$ cat config.mk
export PLATFORM = sky130hd
export DESIGN_NAME = thermtrip_mon
export DESIGN_NICKNAME = d
export VERILOG_FILES = /design/src/rtl/thermtrip_pkg.sv /design/src/rtl/thermtrip_regs.sv /design/src/rtl/thermtrip_hist.sv /design/src/rtl/thermtrip_trip.sv /design/src/rtl/thermtrip_mon.sv
export SDC_FILE = /design/constraint.sdc
export NUM_CORES = 1
export LEC_CHECK = 0
export ABC_CLOCK_PERIOD_IN_PS = 3900
export BUFFER_PORTS_ARGS = -buffer_cell sky130_fd_sc_hd__buf_2
export CAP_MARGIN = 10
export CORE_ASPECT_RATIO = 1.2
export CORE_MARGIN = 5
export CORE_UTILIZATION = 59
export CTS_BUF_LIST = sky130_fd_sc_hd__clkbuf_16
export CTS_CLUSTER_DIAMETER = 150
export DETAILED_ROUTE_END_ITERATION = 6
export PLACE_DENSITY = 0.82
export SYNTH_ARGS = -nofsm -noshare
export SYNTH_HDL_FRONTEND = slang
export SYNTH_HIERARCHICAL = 1
export SYNTH_SLANG_ARGS = --single-unit
$ cat constraint.sdc
create_clock -name clk -period 3.9 [get_ports clk]
set_clock_uncertainty 0.05 [all_clocks]
set_input_delay 0.39 -clock clk [delete_from_list [all_inputs] [get_ports clk]]
set_output_delay 0.39 -clock clk [all_outputs]
set_load 0.05 [all_outputs]
$ cat src/rtl/thermtrip_pkg.sv
package thermtrip_pkg;

    localparam int CODE_W = 8;
    localparam int GAIN_W = 4;
    localparam int REF_W  = 5;
    localparam int DATA_W = 32;
    localparam int ADDR_W = 8;
    localparam int LANE   = 4;    // bit distance between level flags

    localparam logic [ADDR_W-1:0] ADR_TRIM  = 8'h00;
    localparam logic [ADDR_W-1:0] ADR_CTRL  = 8'h20;
    localparam logic [ADDR_W-1:0] ADR_READY = 8'h28;
    localparam logic [ADDR_W-1:0] ADR_CUR   = 8'h40;
    localparam logic [ADDR_W-1:0] ADR_BASE  = 8'h44;
    localparam logic [ADDR_W-1:0] ADR_OFF0  = 8'h50;
    localparam logic [ADDR_W-1:0] ADR_HIST0 = 8'h60;
    localparam logic [ADDR_W-1:0] ADR_EN    = 8'h70;
    localparam logic [ADDR_W-1:0] ADR_STS   = 8'h74;
    localparam logic [ADDR_W-1:0] ADR_CLR   = 8'h78;

    localparam int GAIN_LSB = 8;
    localparam int REF_LSB  = 24;

    typedef enum logic [1:0] {
        MODE_STOP = 2'd2,
        MODE_RUN  = 2'd3
    } run_mode_e;

    typedef struct packed {
        logic [REF_W-1:0]  vref;
        logic [GAIN_W-1:0] gain;
        logic [1:0]        mode;
    } ctrl_t;

    // place flag i at bit LANE*i of a bus word
    function automatic logic [DATA_W-1:0] lane_spread(input logic [7:0] v);
        logic [DATA_W-1:0] r;
        r = '0;
        for (int i = 0; i < 8; i++) r[LANE*i] = v[i];
        return r;
    endfunction

    function automatic logic [7:0] lane_gather(input logic [DATA_W-1:0] w);
        logic [7:0] r;
        for (int i = 0; i < 8; i++) r[i] = w[LANE*i];
        return r;
    endfunction

    function automatic logic [DATA_W-1:0] ctrl_word(input ctrl_t c);
        logic [DATA_W-1:0] r;
        r = '0;
        r[1:0] = c.mode;
        r[GAIN_LSB +: GAIN_W] = c.gain;
        r[REF_LSB +: REF_W]   = c.vref;
        return r;
    endfunction

endpackage

$ cat src/rtl/thermtrip_regs.sv
module thermtrip_regs
    import thermtrip_pkg::*;
#(
    parameter int NLVL = 4
) (
    input  logic                        clk,
    input  logic                        rst,
    input  logic                        wen,
    input  logic [ADDR_W-1:0]           addr,
    input  logic [DATA_W-1:0]           wdata,
    output ctrl_t                       ctrl,
    output logic [CODE_W-1:0]           base_thr,
    output logic [NLVL-1:0][CODE_W-1:0] lvl_off,
    output logic [NLVL-1:0]             lvl_en,
    output logic [NLVL-1:0]             lvl_clr,
    output logic                        running
);

    logic [7:0] wr_flags;
    assign wr_flags = lane_gather(wdata);

    always_ff @(posedge clk) begin
        if (rst) begin
            ctrl.mode <= MODE_STOP;
            ctrl.gain <= '0;
            ctrl.vref <= '0;
            base_thr  <= '0;
            lvl_en    <= '0;
        end else if (wen) begin
            if (addr == ADR_CTRL) begin
                ctrl.mode <= wdata[1:0];
                ctrl.gain <= wdata[GAIN_LSB +: GAIN_W];
                ctrl.vref <= wdata[REF_LSB +: REF_W];
            end
            if (addr == ADR_BASE) base_thr <= wdata[CODE_W-1:0];
            if (addr == ADR_EN)   lvl_en   <= wr_flags[NLVL-1:0];
        end
    end

    for (genvar n = 0; n < NLVL; n++) begin : g_off
        localparam logic [ADDR_W-1:0] MY_ADR = ADR_OFF0 + ADDR_W'(LANE * n);
        always_ff @(posedge clk) begin
            if (rst)                       lvl_off[n] <= '0;
            else if (wen && addr == MY_ADR) lvl_off[n] <= wdata[CODE_W-1:0];
        end
    end

    assign lvl_clr = (wen && addr == ADR_CLR) ? wr_flags[NLVL-1:0] : '0;
    assign running = (ctrl.mode == MODE_RUN);

    AST_CTRL_ONLY_BY_WRITE: assert property (@(posedge clk) disable iff (rst)
        !(wen && addr == ADR_CTRL) |=> $stable(ctrl));

endmodule

$ cat src/rtl/thermtrip_hist.sv
module thermtrip_hist
    import thermtrip_pkg::*;
#(
    parameter int HDEPTH = 4
) (
    input  logic                          clk,
    input  logic                          rst,
    input  logic                          accept,
    input  logic [CODE_W-1:0]             code_in,
    output logic [CODE_W-1:0]             cur_code,
    output logic [HDEPTH-1:0][CODE_W-1:0] hist
);

    always_ff @(posedge clk) begin
        if (rst)         cur_code <= '0;
        else if (accept) cur_code <= code_in;
    end

    for (genvar k = 0; k < HDEPTH; k++) begin : g_tap
        logic [CODE_W-1:0] feed;
        if (k == 0) begin : g_head
            assign feed = cur_code;
        end else begin : g_body
            assign feed = hist[k-1];
        end
        always_ff @(posedge clk) begin
            if (rst)         hist[k] <= '0;
            else if (accept) hist[k] <= feed;
        end
    end

    AST_HIST_TAKES_CUR: assert property (@(posedge clk) disable iff (rst)
        accept |=> hist[0] == $past(cur_code));

    AST_IDLE_HOLDS_CODE: assert property (@(posedge clk) disable iff (rst)
        !accept |=> $stable(cur_code) && $stable(hist));

endmodule

$ cat src/rtl/thermtrip_trip.sv
module thermtrip_trip
    import thermtrip_pkg::*;
#(
    parameter int NLVL = 4
) (
    input  logic                        clk,
    input  logic                        rst,
    input  logic                        accept,
    input  logic [CODE_W-1:0]           code_in,
    input  logic [CODE_W-1:0]           base_thr,
    input  logic [NLVL-1:0][CODE_W-1:0] lvl_off,
    input  logic [NLVL-1:0]             lvl_en,
    input  logic [NLVL-1:0]             lvl_clr,
    output logic [NLVL-1:0]             lvl_sts
);

    localparam int SUM_W = CODE_W + 1;

    for (genvar n = 0; n < NLVL; n++) begin : g_lvl
        logic [SUM_W-1:0] trip_pt;
        logic             above;
        logic             set_now;

        // one spare bit keeps base+offset from wrapping past the code range
        assign trip_pt = {1'b0, base_thr} + {1'b0, lvl_off[n]};
        assign above   = {1'b0, code_in} > trip_pt;
        assign set_now = accept && above && lvl_en[n];

        always_ff @(posedge clk) begin
            if (rst)             lvl_sts[n] <= 1'b0;
            else if (set_now)    lvl_sts[n] <= 1'b1;
            else if (lvl_clr[n]) lvl_sts[n] <= 1'b0;
        end

        AST_SET_NEEDS_ENABLE: assert property (@(posedge clk) disable iff (rst)
            $rose(lvl_sts[n]) |-> $past(lvl_en[n] && accept));

        AST_STICKY_UNTIL_CLEAR: assert property (@(posedge clk) disable iff (rst)
            $fell(lvl_sts[n]) |-> $past(lvl_clr[n]));
    end

endmodule

$ cat src/rtl/thermtrip_mon.sv
module thermtrip_mon
    import thermtrip_pkg::*;
#(
    parameter int NLVL   = 4,
    parameter int HDEPTH = 4
) (
    input  logic              clk,
    input  logic              rst,
    input  logic              sample_valid,
    input  logic [7:0]        sample_code,
    input  logic [15:0]       trim_word,
    input  logic              sense_ready,
    input  logic              bus_wen,
    input  logic [7:0]        bus_addr,
    input  logic [31:0]       bus_wdata,
    output logic [31:0]       bus_rdata,
    output logic              irq
);

    ctrl_t                       ctrl;
    logic [CODE_W-1:0]           base_thr;
    logic [NLVL-1:0][CODE_W-1:0] lvl_off;
    logic [NLVL-1:0]             lvl_en;
    logic [NLVL-1:0]             lvl_clr;
    logic [NLVL-1:0]             lvl_sts;
    logic                        running;
    logic                        accept;
    logic [CODE_W-1:0]           cur_code;
    logic [HDEPTH-1:0][CODE_W-1:0] hist;

    assign accept = running && sample_valid;

    thermtrip_regs #(.NLVL(NLVL)) u_regs (
        .clk      (clk),
        .rst      (rst),
        .wen      (bus_wen),
        .addr     (bus_addr),
        .wdata    (bus_wdata),
        .ctrl     (ctrl),
        .base_thr (base_thr),
        .lvl_off  (lvl_off),
        .lvl_en   (lvl_en),
        .lvl_clr  (lvl_clr),
        .running  (running)
    );

    thermtrip_hist #(.HDEPTH(HDEPTH)) u_hist (
        .clk      (clk),
        .rst      (rst),
        .accept   (accept),
        .code_in  (sample_code),
        .cur_code (cur_code),
        .hist     (hist)
    );

    thermtrip_trip #(.NLVL(NLVL)) u_trip (
        .clk      (clk),
        .rst      (rst),
        .accept   (accept),
        .code_in  (sample_code),
        .base_thr (base_thr),
        .lvl_off  (lvl_off),
        .lvl_en   (lvl_en),
        .lvl_clr  (lvl_clr),
        .lvl_sts  (lvl_sts)
    );

    assign irq = |(lvl_sts & lvl_en);

    logic [7:0] en_flags, sts_flags;
    always_comb begin
        en_flags  = '0;
        sts_flags = '0;
        en_flags[NLVL-1:0]  = lvl_en;
        sts_flags[NLVL-1:0] = lvl_sts;
    end

    always_comb begin
        bus_rdata = '0;
        if (bus_addr == ADR_TRIM)  bus_rdata = {16'h0000, trim_word};
        if (bus_addr == ADR_CTRL)  bus_rdata = ctrl_word(ctrl);
        if (bus_addr == ADR_READY) bus_rdata = {31'd0, sense_ready};
        if (bus_addr == ADR_CUR)   bus_rdata = {24'd0, cur_code};
        if (bus_addr == ADR_BASE)  bus_rdata = {24'd0, base_thr};
        if (bus_addr == ADR_EN)    bus_rdata = lane_spread(en_flags);
        if (bus_addr == ADR_STS)   bus_rdata = lane_spread(sts_flags);
        for (int n = 0; n < NLVL; n++)
            if (bus_addr == ADR_OFF0 + ADDR_W'(LANE * n)) bus_rdata = {24'd0, lvl_off[n]};
        for (int k = 0; k < HDEPTH; k++)
            if (bus_addr == ADR_HIST0 + ADDR_W'(LANE * k)) bus_rdata = {24'd0, hist[k]};
    end

    AST_IRQ_HAS_CAUSE: assert property (@(posedge clk) disable iff (rst)
        irq |-> (lvl_sts != '0));

    AST_STOPPED_NO_NEW_FLAG: assert property (@(posedge clk) disable iff (rst)
        !running |=> (lvl_sts & ~$past(lvl_sts)) == '0);

endmodule

==> impl_results.md <==
- Synth warnings: 6
- Via count of the first global-routing pass: 6612
- Crit-path max FO: 6
- Upper clock frequency limit: 303.1 MHz
- Worst IR Drop VDD: 0.2167 mV
- Final setup violating endpoints: 0
- Proportion of power drawn by combinational gates: 11.9%
- Width of the die: 112.1 um
- Wire length of the first global-routing pass: 34270 um
- Least-Margin Pin Slew: 1027 ps
- Final critical-path share of the clock period: 84.59%
- Routability congestion estimate from global placement: 0.9838
- Buffers inserted during post-CTS setup optimization: 0
- Switching share of power: 27.05%
- Total negative slack: 0 ps
- Count of cells resized by post-cts repair: 0
- Critical path's largest stage delay: 550 ps
- Fin area: 7973 um^2
- Height of the chip: 132.5 um
- Number of register bits inferred by synthesis: 99
- Launch point of the worst path: u_regs/base_thr[0]$_SDFFE_PP0P_
- Sum of overflow across all layers after global routing: 0
- Synthesized instance count: 870
- DRC violation count after routing: 0
- Arrival time at the worst endpoint: 3500 ps
- Clock transition at the registers of the reported paths: 70 ps
- Fraction of power consumed by sequential logic: 46.6%
- Total wire length after detailed routing: 22040 um
- Placed cells: 1062
- Part of the Yosys area used for sequential elements: 26.88%
- Synth-to-Final Area Change: 8.128%
- Layout cell share with drive strength beyond 1: 13.41%
- Power Density: 272.2 nW/um^2
- Fraction of synthesized cell area taken by the top area cell type: 26.88%
- Internal power summed over all cells: 1.583 mW
- Min-Delay Path Class: primary input to flip-flop
- Setup repair after global routing missed its margin: no
- Number of detailed-routing iterations run before antenna repair: 5
- Crit-path most repeated cell: sky130_fd_sc_hd__ha_1
- Number of synthesized flops with an enable pin: 0
- Full die area: 14840 um^2
- Top Ports: 102
- Nets: 1049
- Synth async-reset ratio: 0%
- Number of levels the H-tree was split into: 3
- Hold buffers post-CTS: 0
- Final antenna diode count: 0
- Leakage power summed over all cells: 3.140 nW
- Initial antenna violation count: 0
- Count of placed standard cells in the final layout, fillers left out: 1078
- Nature of the critical path endpoint: flip-flop
- Worst flop-to-flop path endpoint: u_trip/lvl_sts[3]$_SDFFE_PP0P_
- Leading register cell type out of synthesis: sky130_fd_sc_hd__dfxtp_1
- Run status: finished clean
- Total GRT Usage: 28.68%
- Summed instance area of the synthesized netlist: 7373 um^2
- FF-to-FF path depth: 13
- Startpoint of the most critical register-to-register path: u_regs/base_thr[0]$_SDFFE_PP0P_
- Core Region: 12170 um^2
- Adder-cell share of the synthesized area: 11.95%
- Synthesized-area fraction occupied by xor and xnor cells: 2.376%
- Max Buffers Root-to-Sink: 2
- Area fraction in compound gates after synthesis: 18.06%
- Estimated wirelength of the detail-placed design: 16450 um
- Number of logic stages on the critical path including buffering: 13
- Mean post-synth cell area: 8.475 um^2
- Reg2reg setup slack: 600 ps
- Via count of the routed design: 6893
- Number of library cell types mapped by synthesis: 76
- Critical path data required time: 4100 ps
- Final period demand of the worst path: 3299 ps
- Final core area utilization: 65.53%
- Top post-synthesis cells by area: sky130_fd_sc_hd__dfxtp_1 27%, sky130_fd_sc_hd__ha_1 11%, sky130_fd_sc_hd__mux2i_1 10%, sky130_fd_sc_hd__nor2_1 4.9%, sky130_fd_sc_hd__nand2_1 3.1%
- Port bufs: 76
- Library cell contributing the largest single delay on the critical path: sky130_fd_sc_hd__dfxtp_1
- Clock latency of the later-clocked register in the worst-skew pair: 350 ps
- CTS tree: yes
- Routed wirelength normalized by instance count: 20.45 um
- Cell taking the most area after synthesis: sky130_fd_sc_hd__dfxtp_1
- Via density per instance: 6.394
- Net switching component of the power: 587.1 uW
- Crit path cell chain: ha_1, inv_1, fa_1, and2b_2, o31a_2, o21ai_0, nand2b_1, xnor2_1, ha_1, a211o_1, a211oi_1, o221ai_1, a32o_1
- Sequential cell area: 1982 um^2
- Count of max-cap constraint violations: 0
- Worst hold slack: 245.1 ps
- Post-detailed-route count of antenna-violating nets: 0
- Placed cell areas: 7680 um^2
- Effective utilization at floorplan: 60.60%
- Buf/Inv on CP: 1
- Number of fillers in the final layout: 1024
- Number of placement rows: 44
- Final Hold Fails: 0
- Kind of launch point of the worst setup path: flip-flop
- Pin count of the biggest net entering global routing: 49
- Clock share of power: 41.4%
- Category of the critical setup timing path: flip-flop to flip-flop
- Top delay family on crit path: compound AO/OA/AOI/OAI gates
- Simple-gate share of the synthesized area: 22.70%
- Clock buffers created by TritonCTS: 9
- Area of combinational cells with multiple inputs: 4932 um^2
- Proportion of synthesized area in mux cells: 11.23%
- Final-report max-slew violation count: 0
- Cell at the root of the clock tree: sky130_fd_sc_hd__clkbuf_16
- Endpoint of the worst setup timing path: u_trip/lvl_sts[3]$_SDFFE_PP0P_
- Clk sink count: 99
- Initial DRC Count: 628
- Tightest slew margin relative to the limit: 30.91%
- Combinational family with the most area after synthesis: simple AND/OR/NAND/NOR gates
-- power groups by stage --
| stage | Sequential [mW] | Combinational, mW | Clock, mW |
|---|---|---|---|
| floorplan | 1.03 | 0.173 | 0 |
| finish | 1.01 | 0.259 | 0.899 |
| CTS | 1.01 | 0.253 | 0.898 |
| detailed placement | 1.04 | 0.252 | 0 |
| global route | 1.01 | 0.280 | 0.937 |
| global placement | 1.04 | 0.250 | 0 |
-- state kept, by name (all words and copies together), names as in the netlist --
register           count
u_regs/lvl_en          4
u_hist/cur_code        8
u_regs/lvl_off        32
u_regs/base_thr        8
u_hist/g_tap.feed     24
u_trip/lvl_sts         4
u_hist/hist            8
u_regs/ctrl           11
-- Yosys cell counts (7+ instances only) --
master	number
sky130_fd_sc_hd__o21bai_1	7
sky130_fd_sc_hd__o22ai_1	8
sky130_fd_sc_hd__dfxtp_1	99
sky130_fd_sc_hd__o21ai_0	24
sky130_fd_sc_hd__nand4_1	20
sky130_fd_sc_hd__nor4_1	21
sky130_fd_sc_hd__xnor2_1	8
sky130_fd_sc_hd__ha_1	64
sky130_fd_sc_hd__or3_1	11
sky130_fd_sc_hd__a31o_1	15
sky130_fd_sc_hd__a211oi_1	9
sky130_fd_sc_hd__clkbuf_1	27
sky130_fd_sc_hd__o31ai_1	13
sky130_fd_sc_hd__and2_1	15
sky130_fd_sc_hd__nor2b_1	12
sky130_fd_sc_hd__nand3_1	15
sky130_fd_sc_hd__nand2b_1	15
sky130_fd_sc_hd__inv_1	23
sky130_fd_sc_hd__o211ai_1	8
sky130_fd_sc_hd__o21a_1	8
sky130_fd_sc_hd__nand2_1	61
sky130_fd_sc_hd__nor3_1	18
sky130_fd_sc_hd__buf_2	19
sky130_fd_sc_hd__a22oi_1	9
sky130_fd_sc_hd__a21oi_1	43
sky130_fd_sc_hd__mux2i_1	76
sky130_fd_sc_hd__nor2_1	97
sky130_fd_sc_hd__buf_4	12
sky130_fd_sc_hd__xor2_1	12
-- worst min-delay path by stage --
stage,start,slack [ps],cells past startpoint,end
2_1_floorplan,u_regs/ctrl[2]$_SDFFE_PP0P_,390,2,u_regs/ctrl[2]$_SDFFE_PP0P_
3_3_place_gp,u_regs/ctrl[7]$_SDFFE_PP0P_,400,2,u_regs/ctrl[7]$_SDFFE_PP0P_
3_5_place_dp,u_regs/ctrl[9]$_SDFFE_PP0P_,410,2,u_regs/ctrl[9]$_SDFFE_PP0P_
4_1_cts,bus_wdata[12],240,3,u_regs/lvl_en[3]$_SDFFE_PP0P_
5_1_grt,bus_wdata[24],260,3,u_regs/ctrl[6]$_SDFFE_PP0P_
6_report,bus_wdata[12],250,3,u_regs/lvl_en[3]$_SDFFE_PP0P_
-- through the flow --
step / setup slack (ps) / power (mW)
after floorplan: 950.0 / 1.208
after global placement: 710.4 / 1.285
after detailed placement: 653.1 / 1.287
after CTS: 630.5 / 2.164
after global routing: 412.9 / 2.229
final: 600.9 / 2.170
-- layout by cell type (no fill, tap or decap), types with 8 or more instances in the layout --
cell type | Yosys | routed
sky130_fd_sc_hd__a211oi_1 | 9 | 9
sky130_fd_sc_hd__buf_4 | 12 | 13
sky130_fd_sc_hd__mux2i_1 | 76 | 76
sky130_fd_sc_hd__and2_1 | 15 | 14
sky130_fd_sc_hd__inv_1 | 23 | 23
sky130_fd_sc_hd__o31ai_1 | 13 | 13
sky130_fd_sc_hd__dfxtp_1 | 99 | 99
sky130_fd_sc_hd__nor2_1 | 97 | 97
sky130_fd_sc_hd__o22ai_1 | 8 | 8
sky130_fd_sc_hd__nor3_1 | 18 | 18
sky130_fd_sc_hd__a22oi_1 | 9 | 9
sky130_fd_sc_hd__xnor2_1 | 8 | 8
sky130_fd_sc_hd__o211ai_1 | 8 | 8
sky130_fd_sc_hd__nand4_1 | 20 | 20
sky130_fd_sc_hd__nand3_1 | 15 | 15
sky130_fd_sc_hd__or3_1 | 11 | 11
sky130_fd_sc_hd__nor2b_1 | 12 | 12
sky130_fd_sc_hd__nand2b_1 | 15 | 15
sky130_fd_sc_hd__ha_1 | 64 | 64
sky130_fd_sc_hd__o21ai_0 | 24 | 24
sky130_fd_sc_hd__nor4_1 | 21 | 21
sky130_fd_sc_hd__nand2_1 | 61 | 61
sky130_fd_sc_hd__xor2_1 | 12 | 12
sky130_fd_sc_hd__a21oi_1 | 43 | 43
sky130_fd_sc_hd__conb_1 | 1 | 11
sky130_fd_sc_hd__clkbuf_16 | 0 | 9
sky130_fd_sc_hd__o21a_1 | 8 | 8
sky130_fd_sc_hd__a31o_1 | 15 | 15
sky130_fd_sc_hd__buf_2 | 19 | 76
-- metal layers --
| layer | track usage (%) | wire length [um] |
|---|---|---|
| met5 | 0 | 0 |
| met2 | 47.33 | 10270 |
| met3 | 4.888 | 1686 |
| met4 | 15.83 | 1151 |
| met1 | 35.47 | 8931 |
-- cell type report --
class | count | area share (%)
Multi-Input combinational cell | 690 | 61.86
Sequential cell | 99 | 24.86
Timing Repair Buffer | 89 | 5.995
Clock buffer | 9 | 2.825
Tap cell | 161 | 2.527
Inverter | 23 | 1.083
Clock inverter | 7 | 0.8475
-- logic make-up (layout without fill, tap and decap cells) --
group           count (synthesis)  after routing
simple gates                  320            320
compound gates                190            190
flops                          99             99
buf+inv                        91            128
mux                            81             81
fa+ha+maj                      68             68
xor+xnor                       20             20
other cells                     1             11
-- tightest hold or removal path, cell delays in order --
cell,delay (ps)
sky130_fd_sc_hd__buf_2,110
sky130_fd_sc_hd__nand2_1,50
sky130_fd_sc_hd__mux2i_1,50
Note: power is estimated with default switching activity, not from simulation.
